### src/rtl/fa_pkg.sv
package fa_pkg;

  typedef enum logic [1:0] {
    OP_NONE = 2'b00,
    OP_CALL = 2'b01,
    OP_RET  = 2'b10,
    OP_IRET = 2'b11
  } fa_op_e;

  typedef enum logic [3:0] {
    S_IDLE,
    S_HDR,
    S_PLAN,
    S_WPC,
    S_WFP,
    S_RTOP,
    S_RPC,
    S_RFP,
    S_WRES,
    S_DONE
  } fa_state_e;

  localparam int HDR_BYTES = 2;

endpackage

### src/rtl/fa_hdr_fetch.sv
module fa_hdr_fetch #(
  parameter int PW = 12
) (
  input  logic          clk,
  input  logic          rst_n,
  input  logic          start,
  input  logic [PW-1:0] base,
  output logic          pm_req,
  output logic [PW-1:0] pm_addr,
  input  logic          pm_ack,
  input  logic [7:0]    pm_rdata,
  output logic          hdr_done,
  output logic [7:0]    n_param,
  output logic [7:0]    n_local
);
  import fa_pkg::*;

  localparam int IW = 1;

  logic [PW-1:0] base_q;
  logic [IW-1:0] idx_q;
  logic          active_q;
  logic          last_byte;

  assign last_byte = (idx_q == IW'(HDR_BYTES - 1));
  assign pm_req    = active_q;
  assign pm_addr   = base_q + PW'(idx_q);

  always_ff @(posedge clk) begin
    if (!rst_n) begin
      active_q <= 1'b0;
      idx_q    <= '0;
      base_q   <= '0;
      hdr_done <= 1'b0;
    end else begin
      hdr_done <= 1'b0;
      if (start) begin
        active_q <= 1'b1;
        idx_q    <= '0;
        base_q   <= base;
      end else if (active_q && pm_ack) begin
        if (last_byte) begin
          active_q <= 1'b0;
          hdr_done <= 1'b1;
        end else begin
          idx_q <= idx_q + IW'(1);
        end
      end
    end
  end

  // one capture register per header byte, selected by its position
  for (genvar g = 0; g < HDR_BYTES; g++) begin : g_field
    logic [7:0] f_q;
    always_ff @(posedge clk) begin
      if (!rst_n) f_q <= '0;
      else if (active_q && pm_ack && idx_q == IW'(g)) f_q <= pm_rdata;
    end
  end

  assign n_param = g_field[0].f_q;
  assign n_local = g_field[1].f_q;

endmodule

### src/rtl/fa_layout.sv
module fa_layout #(
  parameter int AW          = 10,
  parameter int STACK_LIMIT = 1000
) (
  input  logic          is_call,
  input  logic          is_iret,
  input  logic [AW-1:0] sp,
  input  logic [AW-1:0] fp,
  input  logic [7:0]    n_param,
  input  logic [7:0]    n_local,
  output logic [AW-1:0] frame_base,
  output logic [AW-1:0] info_addr,
  output logic [AW-1:0] next_sp,
  output logic          overflow
);
  localparam int            EW      = AW + 1;
  localparam logic [EW-1:0] LIMIT_W = EW'(STACK_LIMIT);

  function automatic logic [EW-1:0] wide_addr(input logic [AW-1:0] v);
    return {1'b0, v};
  endfunction

  function automatic logic [EW-1:0] wide_cnt(input logic [7:0] v);
    return EW'(v);
  endfunction

  // base of the new frame: pushed parameters become the first locals
  function automatic logic [EW-1:0] call_base(input logic [AW-1:0] s, input logic [7:0] p);
    return wide_addr(s) - wide_cnt(p);
  endfunction

  // return words sit right above parameters and locals
  function automatic logic [EW-1:0] ret_words(input logic [EW-1:0] b, input logic [7:0] p,
                                              input logic [7:0] l);
    return b + wide_cnt(p) + wide_cnt(l);
  endfunction

  logic [EW-1:0] base_w, info_w, top_w;

  always_comb begin
    base_w = is_call ? call_base(sp, n_param) : wide_addr(fp);
    info_w = ret_words(base_w, n_param, n_local);
    if (is_call) top_w = info_w + EW'(2);
    else         top_w = wide_addr(fp) + EW'(is_iret);
    overflow = is_call && (base_w[AW] || (top_w > LIMIT_W));
  end

  assign frame_base = base_w[AW-1:0];
  assign info_addr  = info_w[AW-1:0];
  assign next_sp    = top_w[AW-1:0];

endmodule

### src/rtl/fa_frame_unit.sv
module fa_frame_unit #(
  parameter int DW          = 16,
  parameter int AW          = 10,
  parameter int PW          = 12,
  parameter int STACK_LIMIT = 1000
) (
  input  logic          clk,
  input  logic          rst_n,
  input  logic          op_valid,
  input  logic [1:0]    op_kind,
  output logic          op_ready,
  input  logic [PW-1:0] meth_addr,
  input  logic [PW-1:0] ret_pc,
  input  logic [AW-1:0] cur_sp,
  input  logic [AW-1:0] cur_fp,
  output logic          pm_req,
  output logic [PW-1:0] pm_addr,
  input  logic          pm_ack,
  input  logic [7:0]    pm_rdata,
  output logic          dm_req,
  output logic          dm_we,
  output logic [AW-1:0] dm_addr,
  output logic [DW-1:0] dm_wdata,
  input  logic          dm_ack,
  input  logic [DW-1:0] dm_rdata,
  output logic          done,
  output logic          ovf,
  output logic [AW-1:0] res_sp,
  output logic [AW-1:0] res_fp,
  output logic [PW-1:0] res_pc
);
  import fa_pkg::*;

  fa_state_e     state;
  fa_op_e        op_q;
  logic [PW-1:0] meth_q, rpc_q, pc_rd_q;
  logic [AW-1:0] sp_q, fp_q;
  logic [AW-1:0] info_q, base_q, next_q;
  logic [DW-1:0] top_q;
  logic          ovf_q;

  // named internal events
  logic          accept;
  logic          hdr_start;
  logic          hdr_done;
  logic [7:0]    n_param, n_local;
  logic          plan_ovf;
  logic [AW-1:0] plan_base, plan_info, plan_next;
  logic          is_call, is_iret;
  logic          dm_fire;

  assign accept    = op_valid && op_ready && (op_kind != OP_NONE);
  assign hdr_start = accept;
  assign is_call   = (op_q == OP_CALL);
  assign is_iret   = (op_q == OP_IRET);
  assign dm_fire   = dm_req && dm_ack;
  assign op_ready  = (state == S_IDLE);
  assign done      = (state == S_DONE);
  assign ovf       = ovf_q;

  fa_hdr_fetch #(.PW(PW)) u_hdr (
    .clk      (clk),
    .rst_n    (rst_n),
    .start    (hdr_start),
    .base     (meth_addr),
    .pm_req   (pm_req),
    .pm_addr  (pm_addr),
    .pm_ack   (pm_ack),
    .pm_rdata (pm_rdata),
    .hdr_done (hdr_done),
    .n_param  (n_param),
    .n_local  (n_local)
  );

  fa_layout #(.AW(AW), .STACK_LIMIT(STACK_LIMIT)) u_layout (
    .is_call    (is_call),
    .is_iret    (is_iret),
    .sp         (sp_q),
    .fp         (fp_q),
    .n_param    (n_param),
    .n_local    (n_local),
    .frame_base (plan_base),
    .info_addr  (plan_info),
    .next_sp    (plan_next),
    .overflow   (plan_ovf)
  );

  always_comb begin
    dm_req   = 1'b0;
    dm_we    = 1'b0;
    dm_addr  = info_q;
    dm_wdata = '0;
    case (state)
      S_WPC:  begin dm_req = 1'b1; dm_we = 1'b1; dm_wdata = DW'(rpc_q); end
      S_WFP:  begin dm_req = 1'b1; dm_we = 1'b1; dm_addr = info_q + AW'(1); dm_wdata = DW'(fp_q); end
      S_RTOP: begin dm_req = 1'b1; dm_addr = sp_q - AW'(1); end
      S_RPC:  begin dm_req = 1'b1; end
      S_RFP:  begin dm_req = 1'b1; dm_addr = info_q + AW'(1); end
      S_WRES: begin dm_req = 1'b1; dm_we = 1'b1; dm_addr = fp_q; dm_wdata = top_q; end
      default: ;
    endcase
  end

  always_ff @(posedge clk) begin
    if (!rst_n) begin
      state   <= S_IDLE;
      op_q    <= OP_NONE;
      meth_q  <= '0;
      rpc_q   <= '0;
      sp_q    <= '0;
      fp_q    <= '0;
      info_q  <= '0;
      base_q  <= '0;
      next_q  <= '0;
      top_q   <= '0;
      pc_rd_q <= '0;
      ovf_q   <= 1'b0;
      res_sp  <= '0;
      res_fp  <= '0;
      res_pc  <= '0;
    end else begin
      case (state)
        S_IDLE: if (accept) begin
          op_q   <= fa_op_e'(op_kind);
          meth_q <= meth_addr;
          rpc_q  <= ret_pc;
          sp_q   <= cur_sp;
          fp_q   <= cur_fp;
          state  <= S_HDR;
        end
        S_HDR: if (hdr_done) state <= S_PLAN;
        S_PLAN: begin
          info_q <= plan_info;
          base_q <= plan_base;
          next_q <= plan_next;
          ovf_q  <= plan_ovf;
          if (is_call) begin
            if (plan_ovf) begin
              res_sp <= sp_q;
              res_fp <= fp_q;
              res_pc <= rpc_q;
              state  <= S_DONE;
            end else begin
              state <= S_WPC;
            end
          end else if (is_iret) begin
            state <= S_RTOP;
          end else begin
            state <= S_RPC;
          end
        end
        S_WPC: if (dm_fire) state <= S_WFP;
        S_WFP: if (dm_fire) begin
          res_sp <= next_q;
          res_fp <= base_q;
          res_pc <= meth_q + PW'(HDR_BYTES);
          state  <= S_DONE;
        end
        S_RTOP: if (dm_fire) begin
          top_q <= dm_rdata;
          state <= S_RPC;
        end
        S_RPC: if (dm_fire) begin
          pc_rd_q <= dm_rdata[PW-1:0];
          state   <= S_RFP;
        end
        S_RFP: if (dm_fire) begin
          res_pc <= pc_rd_q;
          res_fp <= dm_rdata[AW-1:0];
          res_sp <= next_q;
          state  <= is_iret ? S_WRES : S_DONE;
        end
        S_WRES: if (dm_fire) state <= S_DONE;
        S_DONE: state <= S_IDLE;
        default: state <= S_IDLE;
      endcase
    end
  end

endmodule

### config.mk
export PLATFORM = sky130hd
export DESIGN_NAME = fa_frame_unit
export DESIGN_NICKNAME = d
export VERILOG_FILES = /design/src/rtl/fa_pkg.sv /design/src/rtl/fa_hdr_fetch.sv /design/src/rtl/fa_layout.sv /design/src/rtl/fa_frame_unit.sv
export SDC_FILE = /design/constraint.sdc
export NUM_CORES = 1
export LEC_CHECK = 0
export BUFFER_PORTS_ARGS = -buffer_cell sky130_fd_sc_hd__buf_2
export CAP_MARGIN = 25
export CORE_MARGIN = 2
export CORE_UTILIZATION = 58
export DETAILED_ROUTE_END_ITERATION = 12
export PLACE_DENSITY = 0.82
export SLEW_MARGIN = 30
export SYNTH_ARGS = -nofsm -noshare
export SYNTH_HDL_FRONTEND = slang
export SYNTH_SLANG_ARGS = --single-unit
### constraint.sdc
create_clock -name clk -period 5.9 [get_ports clk]
set_input_delay 1.18 -clock clk [delete_from_list [all_inputs] [get_ports clk]]
set_output_delay 1.18 -clock clk [all_outputs]
set_load 0.05 [all_outputs]
==> summary.md <==
| Metric | Value |
|---|---|
| Multi-input combinational cell area | `around 0.006 sq mm` |
| Maximum clock path buffer count | `2` |
| Worst VDD drop | `0.000244 V` |
| Pwr/cell area | `between 300 and 400 mW/mm^2` |
| FFs w/ async S/R, synth | `0` |
| Reg2reg end | `res_pc[11]$_SDFFE_PN0P_` |
| GRT Overall Usage | `0.322` |
| Worst r2r path cells | `19` |
| Clk root buf | `clkbuf_16` |
| I/O Pins | `roughly 150` |
| Placed inst area | `between 0.01 and 0.015 sq mm` |
| Post-layout nets | `~1.4k` |
| Largest net degree at the start of global routing | `111` |
| Post-Place Cells | `1513` |
| Top delay family on crit path | `compound AO/OA/AOI/OAI gates` |
| Fin. Hold Viols | `0` |
| Half-perimeter wire length after detailed placement | `21000 microns` |
| First-pass iteration count of the detailed router | `6` |
| Syn Std Cell Area | `~0.01 sq mm` |
| Starting Density | `0.595` |
| Yosys reg bits | `172` |
| P_leak | `between 4 and 5 nW` |
| Via/cell ratio | `between 6 and 7` |
| Antenna viol nets, final | `0` |
| # DRC | `0` |
| Clock Latency Late Sink | `roughly 440 ps` |
| Status | `finished, final reports clean` |
| Std-Cell Rows | `47` |
| Average size of a mapped cell | `roughly 8.1 sq um` |
| Hold_buf cts | `0` |
| Final GP Congestion | `0.986` |
| Min-delay worst type | `reg -> reg` |
| Power, Total | `approximately 4.3 mW` |
| Total clock buffers created by CTS | `17` |
| Register area share after synthesis | `0.349` |
| Slew of the pin with the lowest slew margin | `between 1000 and 1500 ps` |
| Biggest cell delay along the critical path | `about 540 ps` |
| Max Clk Rate | `about 0.18 GHz` |
| Final Cycle Share | `0.934` |
| Post-synth cell types | `68` |
| Slowest stage cell on the critical path | `fa_1` |
| Max Cap Viol | `0` |
| Non-Filler Instances | `approximately 1.5k` |
| Critical Path Start | `sp_q[2]$_SDFFE_PN0P_` |
| CTS tree | `done` |
| GRT overflow | `0` |
| Req. time, crit path | `between 6000 and 7000 ps` |
| Chip height | `around 130 microns` |
| Layout cells sized above 1 | `0.192` |
| Clock Sinks | `roughly 170` |
| Via count | `between 9k and 10k` |
| Syn Inst Count | `1212` |
| Fillers | `~1.4k` |
| Worst path bufs/invs | `1` |
| Post-synth EDFFs | `0` |
| Initial DRC Count | `around 1.1k` |
| Area grow syn2layout | `15.0%` |
| Port Buf Inserts | `150` |
| H-Tree Depth | `4` |
| Slew headroom | `0.276` |
| Core area | `between 0.015 and 0.02 sq mm` |
| Slew Viols, Final | `0` |
| Critical path cell sequence | `ha_1 -> o21ai_0 -> a21oi_1 -> o21a_1 -> nor2_1 -> xnor2_1 -> o21ai_0 -> fa_1 -> ha_1 -> o21ai_1 -> or2_1 -> o311ai_4 -> a31oi_1 -> o31ai_2 -> nand4_1 -> a211oi_4 -> or3_1 -> buf_12 -> a21oi_1` |
| Antenna fix cells | `0` |
| Vias in the first global route | `roughly 8.5k` |
| Register area | `between 0.003 and 0.004 sq mm` |
| HP Start | `top_q[2]$_SDFFE_PN0P_` |
| FF-to-FF Start | `sp_q[2]$_SDFFE_PN0P_` |
| Setup violations, final | `0` |
| Top FF cell, synth | `dfxtp_1` |
| R2r setup slk | `between 300 and 400 ps` |
| Die Footprint | `0.0181 sq mm` |
| Crit path time final | `between 5000 and 6000 ps` |
| Worst EP arrival | `about 6000 ps` |
| Setup Crit Path Kind | `reg -> reg` |
| First-pass GRT wire length | `roughly 46000 microns` |
| Initial antenna violation count | `0` |
| YS warnings | `0` |
| Drt wl/cell | `19.1 microns` |
| Crit path max fanout | `32` |
| Die outline width | `134 microns` |
| CP Launch Type | `register` |
| Final Core Density | `0.684` |
| RSZ-0062 raised after global routing | `no` |
| Layout Skew | `7.07 ps` |
| Mapped Nets | `roughly 1.3k` |
| Reg clk slew, reported paths | `approximately 70 ps` |
| CP endpoint | `res_pc[11]$_SDFFE_PN0P_` |
| Routed WL | `~30000 microns` |
| Design area | `roughly 0.011 sq mm` |
| WP depth | `19` |
| Setup TNS | `0 ps` |
| Worst Setup End Kind | `register` |
cells by family (layout without fill, tap and decap cells):
kind of cell	count (synthesis)	count (layout)	synth area share
and+or+nand+nor	457	457	0.207
xor gates and xnor gates	43	43	0.0405
buffers and inverters	120	233	0.0519
adders and majority gates	34	34	0.0508
AOI/OAI and AO/OA	359	359	0.273
muxes	27	27	0.0274
DFF	172	172	0.349
synth_stat cells (7+ instances only):
cell type / instances / area, sq um
nand2_1: 256 / 961
dfxtp_1: 172 / 3440
a21boi_0: 106 / 796
clkbuf_1: 75 / 282
nor2_1: 64 / 240
a21oi_1: 40 / 200
o21ai_0: 38 / 190
o41ai_1: 32 / 280
a21oi_2: 30 / 263
inv_1: 30 / 113
mux2i_1: 27 / 270
ha_1: 24 / 300
nand3_1: 22 / 110
xnor2_1: 21 / 184
nor3_1: 20 / 100
xor2_1: 20 / 175
and3_1: 19 / 119
nor2b_1: 18 / 113
a221oi_1: 15 / 131
a22o_1: 14 / 123
nand4_1: 12 / 75.1
a222oi_1: 11 / 110
fa_1: 10 / 200
o211ai_1: 9 / 67.6
o211a_1: 8 / 80.1
or3_1: 8 / 50.1
buf_1: 7 / 26.3
nand2b_1: 7 / 43.8
nor3b_1: 7 / 52.6
o21a_1: 7 / 52.6
report_power, final:
part	total, mW	switching, mW	internal, mW	leakage, nW
sequential	1.51	0.204	1.31	1.40
combinational	1.66	1.12	0.537	3.04
clock	1.16	0.505	0.657	0.299
total	4.33	1.83	2.50	4.74
cell type report:
cell class / count / area share
Timing Repair Buffer: 172 / 0.0831
Clock buffer: 19 / 0.0400
Sequential cell: 172 / 0.304
Clock inverter: 12 / 0.0131
Multi-Input combinational cell: 920 / 0.526
Inverter: 30 / 0.00993
Tap cell: 220 / 0.0243
per-stage QoR:
stage | hold WS [ps] | worst slack [ps]
2_1_floorplan | 439 | 914
4_1_cts | 468 | 256
6_report | 464 | 390
3_5_place_dp | 459 | 367
3_3_place_gp | 450 | 557
5_1_grt | 484 | 16.1
repair_timing:
| action | CTS | global route |
|---|---|---|
| buffers inserted | 0 | 1 |
| setup endpoints to repair | 0 | 32 |
| resized for setup | 0 | 8 |
state kept, by name, summed over array words and instances, names as in the netlist, 2 cells and up:
signal and flops:
rpc_q 12, state 4, base_q 10, u_hdr.n_local 8, info_q 10, op_q 2
res_fp 10, meth_q 12, pc_rd_q 12, fp_q 10, top_q 16, u_hdr.n_param 8
res_pc 12, res_sp 10, u_hdr.base_q 12, sp_q 10, next_q 10
cell usage in the layout (no fill, tap or decap), types with 8 or more instances in the layout:
master / synthesis / layout
clkbuf_16: 0 / 17
a221oi_1: 15 / 14
a222oi_1: 11 / 11
xnor2_1: 21 / 21
nor2_1: 64 / 63
a22o_1: 14 / 14
o211a_1: 8 / 8
ha_1: 24 / 24
nand4_1: 12 / 12
nand3_1: 22 / 22
buf_2: 4 / 149
nand2_1: 256 / 256
nor2b_1: 18 / 18
inv_1: 30 / 30
nor3_1: 20 / 17
o211ai_1: 9 / 9
a21oi_1: 40 / 39
or3_1: 8 / 8
mux2i_1: 27 / 27
a21oi_2: 30 / 31
buf_4: 0 / 20
a21boi_0: 106 / 104
o21ai_0: 38 / 37
o41ai_1: 32 / 32
xor2_1: 20 / 20
dfxtp_1: 172 / 172
and3_1: 19 / 19
fa_1: 10 / 10
per-layer routing:
layer	vias up	global-route usage	part of all wire
met5	-	0	0
li1	4513	-	-
met3	56	0.0646	0.099
met2	536	0.488	0.45
met1	4441	0.457	0.43
met4	0	0.116	0.026
worst register-to-register path, delay by kind of cell, from the launching register on:
kind                     cells  cell delay (ps)
AO/OA/AOI/OAI               10             2360
buffers and inverters        1              230
adder cells (fa/ha/maj)      3             1290
AND/OR/NAND/NOR              4              880
XOR/XNOR                     1              100
flip-flops                   1              500
how the worst min path moves through the flow:
| stage | cells past startpoint | to |
|---|---|---|
| after floorplan | 2 | top_q[12]$_SDFFE_PN0P_ |
| after CTS | 2 | top_q[2]$_SDFFE_PN0P_ |
| after global placement | 2 | top_q[14]$_SDFFE_PN0P_ |
| after global routing | 2 | top_q[4]$_SDFFE_PN0P_ |
| final | 2 | top_q[2]$_SDFFE_PN0P_ |
| after detailed placement | 2 | top_q[14]$_SDFFE_PN0P_ |
Power figures use the tool's default switching activity.
